===== src/rtl/fsr_pkg.sv =====
// Package: shared state encoding and status bit positions for the
// flash status reporter. Assumes a data word of at least 8 bits.
package fsr_pkg;
    typedef enum logic [1:0] {
        ST_READ    = 2'd0,   // array reads
        ST_BUSY    = 2'd1,   // operation running
        ST_HOLD_OK = 2'd2,   // success, hold style, wait for exit
        ST_HOLD_ER = 2'd3    // failure, wait for exit
    } fsr_state_e;

    localparam int BIT_DONE = 7;
    localparam int BIT_TOG  = 6;
    localparam int BIT_ERR  = 5;
endpackage


===== src/rtl/fsr_ctrl.sv =====
// Operation sequencer: owns the mode state, the style register and the
// values latched at start. Assumes the event strobes last one cycle.
// The style register is initialised at power-up and is not touched by rst_n.
module fsr_ctrl
    import fsr_pkg::*;
#(
    parameter int DW = 16
) (
    input  logic       clk,
    input  logic       rst_n,
    input  logic       op_start,
    input  logic       op_erase,
    input  logic       sect_prot,
    input  logic [DW-1:0] load_data,
    input  logic       op_done,
    input  logic       op_fail,
    input  logic       cfg_wr,
    input  logic [1:0] cfg_val,
    input  logic       exit_cmd,
    output fsr_state_e state,
    output logic       hold_style,
    output logic       erase_q,
    output logic       d7_q,
    output logic       start_acc
);
    fsr_state_e state_q, state_d;
    logic       style_q = 1'b0;
    logic       unused_load;

    assign unused_load = ^{load_data[DW-1:8], load_data[6:0]};
    assign start_acc   = op_start && (state_q == ST_READ);

    // next-state selection; a failure outranks a success
    always_comb begin
        state_d = state_q;
        unique case (state_q)
            ST_READ:    if (op_start) state_d = sect_prot ? ST_HOLD_ER : ST_BUSY;
            ST_BUSY:    if (op_fail) state_d = ST_HOLD_ER;
                        else if (op_done) state_d = style_q ? ST_HOLD_OK : ST_READ;
            ST_HOLD_OK: if (exit_cmd) state_d = ST_READ;
            ST_HOLD_ER: if (exit_cmd) state_d = ST_READ;
            default:    state_d = ST_READ;
        endcase
    end

    // state register
    always_ff @(posedge clk) begin
        if (!rst_n) state_q <= ST_READ;
        else        state_q <= state_d;
    end

    // style register: legal values only, read mode only, not reset
    always_ff @(posedge clk) begin
        if (cfg_wr && !cfg_val[1] && state_q == ST_READ)
            style_q <= cfg_val[0];
    end

    // operation attributes captured on an accepted start
    always_ff @(posedge clk) begin
        if (!rst_n) begin
            erase_q <= 1'b0;
            d7_q    <= 1'b0;
        end else if (start_acc) begin
            erase_q <= op_erase;
            d7_q    <= load_data[7];
        end
    end

    assign state      = state_q;
    assign hold_style = style_q;


    fail_hold_chk: assert property (@(posedge clk) disable iff (!rst_n)
        (state_q == ST_HOLD_ER && !exit_cmd) |=> state_q == ST_HOLD_ER);

    busy_start_ignored_chk: assert property (@(posedge clk) disable iff (!rst_n)
        (state_q == ST_BUSY && !op_done && !op_fail) |=> state_q == ST_BUSY);

    auto_return_chk: assert property (@(posedge clk) disable iff (!rst_n)
        (state_q == ST_BUSY && op_done && !op_fail && !style_q) |=> state_q == ST_READ);

    cfg_frozen_chk: assert property (@(posedge clk) disable iff (!rst_n)
        (state_q != ST_READ) |=> $stable(style_q));

    fail_wins_chk: assert property (@(posedge clk) disable iff (!rst_n)
        (state_q == ST_BUSY && op_fail) |=> state_q == ST_HOLD_ER);
endmodule


===== src/rtl/fsr_toggle.sv =====
// Bit 6 source: a flip-flop cleared on an accepted start and inverted on
// each counted status read. Assumes clr and adv are never high together.
module fsr_toggle (
    input  logic clk,
    input  logic rst_n,
    input  logic clr,
    input  logic adv,
    output logic tog
);
    logic tog_q;

    // toggle flip-flop
    always_ff @(posedge clk) begin
        if (!rst_n)   tog_q <= 1'b0;
        else if (clr) tog_q <= 1'b0;
        else if (adv) tog_q <= ~tog_q;
    end

    assign tog = tog_q;


    tog_clear_chk: assert property (@(posedge clk) disable iff (!rst_n)
        clr |=> !tog_q);

    tog_hold_chk: assert property (@(posedge clk) disable iff (!rst_n)
        (!clr && !adv) |=> $stable(tog_q));
endmodule


===== src/rtl/fsr_rdmux.sv =====
// Read register: on each read strobe, captures either the array word or
// the status word built from the current state. Assumes DW >= 8.
module fsr_rdmux
    import fsr_pkg::*;
#(
    parameter int DW = 16
) (
    input  logic          clk,
    input  logic          rst_n,
    input  logic          rd_stb,
    input  fsr_state_e    state,
    input  logic          hold_style,
    input  logic          erase_q,
    input  logic          d7_q,
    input  logic          tog,
    input  logic [DW-1:0] array_data,
    output logic [DW-1:0] rd_data
);
    localparam logic [DW-1:0] STAT_MASK = (DW'(1) << BIT_DONE) |
                                          (DW'(1) << BIT_TOG)  |
                                          (DW'(1) << BIT_ERR);
    logic [DW-1:0] stat_w;
    logic          b7;
    logic          in_status;

    assign in_status = (state != ST_READ);

    // bit 7 per style and phase
    always_comb begin
        if (state == ST_HOLD_OK)   b7 = 1'b1;
        else if (hold_style)       b7 = (state == ST_HOLD_ER);
        else                       b7 = erase_q ? 1'b0 : ~d7_q;
    end

    // status word assembly
    always_comb begin
        stat_w           = '0;
        stat_w[BIT_DONE] = b7;
        stat_w[BIT_TOG]  = tog;
        stat_w[BIT_ERR]  = (state == ST_HOLD_ER);
    end

    // read data register
    always_ff @(posedge clk) begin
        if (!rst_n)      rd_data <= '0;
        else if (rd_stb) rd_data <= in_status ? stat_w : array_data;
    end


    status_zero_bits_chk: assert property (@(posedge clk) disable iff (!rst_n)
        (rd_stb && in_status) |=> (rd_data & ~STAT_MASK) == '0);

    array_pass_chk: assert property (@(posedge clk) disable iff (!rst_n)
        (rd_stb && !in_status) |=> rd_data == $past(array_data));

    err_flag_chk: assert property (@(posedge clk) disable iff (!rst_n)
        (rd_stb && state == ST_HOLD_ER) |=> rd_data[BIT_ERR]);
endmodule


===== src/rtl/flash_status_reporter.sv =====
// Top: status read path of a parallel flash device. Connects the
// sequencer, the bit 6 toggle and the read register. Assumes single-cycle
// strobes and a synchronous active-low reset.
module flash_status_reporter
    import fsr_pkg::*;
#(
    parameter int DW = 16
) (
    input  logic          clk,
    input  logic          rst_n,
    input  logic          rd_stb,
    input  logic [DW-1:0] array_data,
    input  logic          op_start,
    input  logic          op_erase,
    input  logic          sect_prot,
    input  logic [DW-1:0] load_data,
    input  logic          op_done,
    input  logic          op_fail,
    input  logic          cfg_wr,
    input  logic [1:0]    cfg_val,
    input  logic          exit_cmd,
    output logic [DW-1:0] rd_data,
    output logic          status_mode
);
    fsr_state_e state;
    logic       hold_style, erase_q, d7_q, start_acc, tog, tog_adv;

    fsr_ctrl #(.DW(DW)) u_ctrl (
        .clk(clk), .rst_n(rst_n), .op_start(op_start), .op_erase(op_erase),
        .sect_prot(sect_prot), .load_data(load_data), .op_done(op_done),
        .op_fail(op_fail), .cfg_wr(cfg_wr), .cfg_val(cfg_val),
        .exit_cmd(exit_cmd), .state(state), .hold_style(hold_style),
        .erase_q(erase_q), .d7_q(d7_q), .start_acc(start_acc)
    );

    // reads advance bit 6 only while the outcome is busy or failed
    assign tog_adv = rd_stb && (state == ST_BUSY || state == ST_HOLD_ER);

    fsr_toggle u_tog (
        .clk(clk), .rst_n(rst_n), .clr(start_acc), .adv(tog_adv), .tog(tog)
    );

    fsr_rdmux #(.DW(DW)) u_mux (
        .clk(clk), .rst_n(rst_n), .rd_stb(rd_stb), .state(state),
        .hold_style(hold_style), .erase_q(erase_q), .d7_q(d7_q), .tog(tog),
        .array_data(array_data), .rd_data(rd_data)
    );

    assign status_mode = (state != ST_READ);


    reset_state_chk: assert property (@(posedge clk)
        !rst_n |=> (!status_mode && rd_data == '0));
endmodule


===== config.mk =====
export PLATFORM = sky130hd
export DESIGN_NAME = flash_status_reporter
export DESIGN_NICKNAME = d
export VERILOG_FILES = /design/src/rtl/fsr_pkg.sv /design/src/rtl/fsr_ctrl.sv /design/src/rtl/fsr_toggle.sv /design/src/rtl/fsr_rdmux.sv /design/src/rtl/flash_status_reporter.sv
export SDC_FILE = /design/constraint.sdc
export NUM_CORES = 1
export LEC_CHECK = 0
export ABC_AREA = 1
export BUFFER_PORTS_ARGS = -buffer_cell sky130_fd_sc_hd__buf_2
export CORE_MARGIN = 5
export CORE_UTILIZATION = 45
export DETAILED_ROUTE_END_ITERATION = 8
export PLACE_DENSITY = 0.91
export SLEW_MARGIN = 10
export SYNTH_ARGS = -nofsm -noshare
export SYNTH_HDL_FRONTEND = slang
export SYNTH_SLANG_ARGS = --single-unit

===== constraint.sdc =====
create_clock -name clk -period 2.43 [get_ports clk]
set_clock_uncertainty 0.15 [all_clocks]
set_input_delay 0.243 -clock clk [delete_from_list [all_inputs] [get_ports clk]]
set_output_delay 0.243 -clock clk [all_outputs]
set_load 0.01 [all_outputs]

# Word level (Yosys, flattened, before mapping)
# Index checks and enable logic that the tools add are counted.
# totals
elab_cells,37
inputBits,44
output_inout_bits,17
regBits,22
# op_classes
n_bitwise,3
reduce_logical,11
muxes,11
n_eq_ne,6
# op_table
cell,count
two-way mux 16 bit,1
two-way mux 2 bit,6
one-hot mux 2 bit (3 select lines),1
== test 2 bit (second input constant),2
logical AND 1 bit,4
OR reduction 2 bit,2
two-way mux 1 bit,3
inequality test 3 bit (second input constant),1
inverter 1 bit,3
AND reduction 3 bit,1
== test 2 x 1 -> 1 bit (second input constant),1
zero test 2 bit,1
inequality test 2 x 1 -> 1 bit (second input constant),1
inequality test 2 bit (second input constant),1
nonzero test 2 bit,1
zero test 1 bit,1
logical OR 1 bit,1

# Depth between registers and ports, before layout
# depth
ltp_word,5
depth_mapped,7
ltp_nobuf,6

# Hierarchy
# From an unflattened synthesis, not the netlist that was laid out.
# hier_totals
hier_cells,139
hier_area_um2,982.2
# modules_own_cells
mod,n_inst,cells_per_inst,area_each_um2,seq_area_each_um2
fsr_rdmux,1,84,645.6,320.3
fsr_ctrl,1,41,265.3,110.1
fsr_toggle,1,9,52.6,20.0
flash_status_reporter,1,5,18.8,0.0

# Worst setup path after synthesis
# Ideal clock, no wire load.
# synth_timing
path_kind,reg2reg
startpoint,"register u_ctrl.state_q[1], in the netlist u_ctrl.state[1]"
endpoint,"register u_ctrl.style_q, in the netlist u_ctrl.hold_style, enable pin"
setup_time_ns,0.298
period_less_slack_ns,1.271
stages_incl_launch_ff,6
n_path_buf,2
path_slack_ns,1.159
arrival_time_ns,0.822
required_time_ns,1.982
path_cell_list,dfxtp_1 > buf_6 > nor2_8 > buf_6 > nand2_1 > nor2_1
# synth_via
elab_chain_cells,2
# synth_rtl
element,line,source
from (decl),fsr_ctrl.sv:26,"fsr_state_e state_q, state_d;"
from (signal assigned),fsr_ctrl.sv:49,else state_q <= state_d;
zero test 2 bit,fsr_ctrl.sv:54,if (cfg_wr && !cfg_val[1] && state_q == ST_READ)
logical AND 1 bit,fsr_ctrl.sv:54,
to (signal assigned),fsr_ctrl.sv:55,style_q <= cfg_val[0];
to (decl),fsr_ctrl.sv:27,logic style_q = 1'b0;
# No other way between the ends.
# A chain may end at the register's enable or synchronous reset.

# Worst setup path after layout
# layout_timing
startpoint,"register u_ctrl.state_q[0], in the netlist u_ctrl.state[0]"
endpoint,output port status_mode
# layout_via
elab_chain_cells,1
# layout_rtl
element,line,source
nonzero test 2 bit,flash_status_reporter.sv:49,assign status_mode = (state != ST_READ);
to (decl),flash_status_reporter.sv:23,output logic status_mode
# No other way between the ends.

==> metrics.md <==
| Metric | Value |
|---|---|
| Final core occ | 0.577 |
| Hold-critical path depth | 3 |
| WHS Endpoint | u_ctrl.erase_q |
| Max Clk Rate | ~610 MHz |
| Crit path DAT | approximately 1.2 ns |
| PwrDens | 692 nW/um^2 |
| Die Ht | 57.0 um |
| Clk sink count | 22 |
| Leakage | between 0.6 and 0.7 nW |
| Critical path fanouts, max | 7 |
| Slew headroom | 0.695 |
| Ant diodes | 0 |
| RSZ-0062 raised after global routing | no |
| Final non-filler cell total | around 200 |
| Layout cell share with drive strength beyond 1 | 0.328 |
| Startpoint Class | register |
| Max-slew violations | 0 |
| Placed cells | 196 |
| Placer Congestion | 0.783 |
| Largest net degree at the start of global routing | 33 |
| Setup Crit Path Kind | register to output pin |
| Avg WL per Cell | 11.1 um |
| IO Count | 61 |
| Initial Util | 0.458 |
| Grt ovf | 0 |
| Clk slew on worst S/H paths | 0.11 ns |
| Syn nets | 175 |
| Crit path time final | 1.64 ns |
| Post-DP HPWL | between 1.5 and 2 mm |
| RR Endpoint | u_ctrl.state[0] |
| Detailed-route vias per instance | 4.84 |
| Largest cells by area after synthesis | dfxtp_1, nand2_1, a21oi_1, o21ai_0, nor2_1 |
| Final setup viols | 0 |
| Number of port buffers | 45 |
| Setup TNS | 0 ns |
| Distinct cells, synth | 24 |
| Clock latency on the worst-skew pair | about 0.29 ns |
| Total core area | between 2000 and 2500 um^2 |
| Outcome | finished, final reports clean |
| Hold wc startpoint | op_erase |
| Total of max-cap violations | 0 |
| Final hold violations | 0 |
| Reg2reg setup slack | 1.05 ns |
| Starting DRT DRC Count | 22 |
| Cell with the most instances after synthesis | nand2_1 |
| DRC | 0 |
| Vias in the first global route | 940 |
| Worst Setup End Kind | output pin |
| Worst hold path class | primary input to register |
| Part of the Yosys area used for sequential elements | 0.453 |
| Synth async-reset ratio | 0 |
| Worst VDD drop | 0.000416 V |
| Row count | 17 |
| Synthesized instance count | 131 |
| GRT Total Usage | 0.146 |
| Routed via count | 978 |
| Synthesized area | 993 um^2 |
| Synth area leader | dfxtp_1 |
| Clock buffer depth | 2 |
| Post-synth EDFFs | 1 |
| Mean Syn Cell Area | 7.58 um^2 |
| Min Hold Slack | around 0.02 ns |
| CTS buffer count | 3 |
| CTS tree | built |
| Reg-to-reg startpoint | u_ctrl.state[0] |
| Fin crit share | 0.673 |
| Antenna-violating nets left | 0 |
| Worst path required time | between 2 and 2.5 ns |
| Commonest cells post-synth | nand2_1, dfxtp_1, a21oi_1, o21ai_0, nor2_1 |
| Antenna violations before repair | 0 |
| Synth warn | 0 |
| First-pass GRT wire length | 3.89 mm |
| Die area | 3250 um^2 |
| Die width | 57.0 um |
| Clock root buffer | clkbuf_4 |
| Drt total wl | between 2 and 2.5 mm |
| Post-synth top area share | 0.423 |
| Worst r2r path cells | 5 |
| Worst-margin pin slew | 0.458 ns |
| Top_reg_cell synth | dfxtp_1 |
| Nets | 219 |
| Total power | just under 0.9 mW |
| Gates resized, CTS repair | 0 |
| Synthesis-stage register bit count | 22 |
| P&R area growth vs syn | 26.1% |
| Drt first pass iters | 4 |
| Post-CTS Setup Bufs | 0 |
| H-tree depth | 1 |
## report_power, final
part	internal (mW)	total, mW	switching (mW)
clock	0.0912	0.191	0.100
combinational	0.0960	0.238	0.142
sequential	0.401	0.437	0.0358
total	0.588	0.866	0.278
## worst max-delay path by stage
stage	endpoint	cells after the start	startpoint	slack [ns]
CTS	status_mode	3	u_ctrl.state[0]	0.77
global route	status_mode	3	u_ctrl.state[0]	0.70
floorplan	u_ctrl.hold_style	5	u_ctrl.state[1]	1.16
detailed placement	u_ctrl.hold_style	3	u_ctrl.state[0]	1.05
global placement	u_ctrl.hold_style	3	u_ctrl.state[0]	1.08
finish	status_mode	3	u_ctrl.state[0]	0.79
## logic make-up (layout without fill, tap and decap cells)
| family | count (synthesis) | after routing | synth area share |
|---|---|---|---|
| compound gates | 40 | 40 | 0.208 |
| xor+xnor | 1 | 1 | 0.00882 |
| buf+inv | 19 | 62 | 0.102 |
| flops | 22 | 22 | 0.453 |
| simple gates | 49 | 49 | 0.228 |
## placed cells by master (no fill, tap or decap), drive strengths merged
| cell type | n |
|---|---|
| nor3 | 1 |
| clkbuf | 4 |
| buf | 45 |
| xor2 | 1 |
| dlygate4sd3 | 2 |
| inv | 11 |
| o211ai | 1 |
| a21oi | 19 |
| nand2 | 30 |
| nand3 | 4 |
| nor2 | 14 |
| dfxtp | 21 |
| o21ai | 20 |
| edfxtp | 1 |
## repair_timing
action                                  CTS  global route
endpoints found under the setup margin    0             0
endpoints found under the hold margin     1             1
hold buffers                              1             1
## worst max-delay path, cell delays in order (launching register included)
cell and delay (ns):
dfxtp_1 0.61, inv_4 0.09, nand2_4 0.12, buf_2 0.14
## stage by stage
| stage | setup slack, ns | cell area (um^2) |
|---|---|---|
| global placement | 1.08 | 1200 |
| finish | 0.795 | 1250 |
| detailed placement | 1.05 | 1200 |
| floorplan | 1.16 | 993 |
| CTS | 0.774 | 1240 |
| global route | 0.703 | 1250 |
## final cells by class
class / instances / area [um^2]
Sequential cell: 22 / 450
Tap cell: 28 / 35.0
Fill cell: 216 / 917
Multi-Input combinational cell: 90 / 442
Inverter: 11 / 43.8
Timing Repair Buffer: 47 / 245
Clock buffer: 4 / 36.3
## registers in the layout, summed over array words and instances, names as in the netlist
name               count
u_mux.rd_data         16
u_ctrl.state           2
u_ctrl.d7_q            1
u_ctrl.erase_q         1
u_ctrl.hold_style      1
u_tog.tog              1
## metal layers
| layer | GRT usage | wire length [um] |
|---|---|---|
| met1 | 0.185 | 1020 |
| met2 | 0.241 | 1050 |
| met3 | 0.0385 | 169 |
| met5 | 0 | 0 |
| met4 | 0.0497 | 12 |
Power figures use the tool's default switching activity.
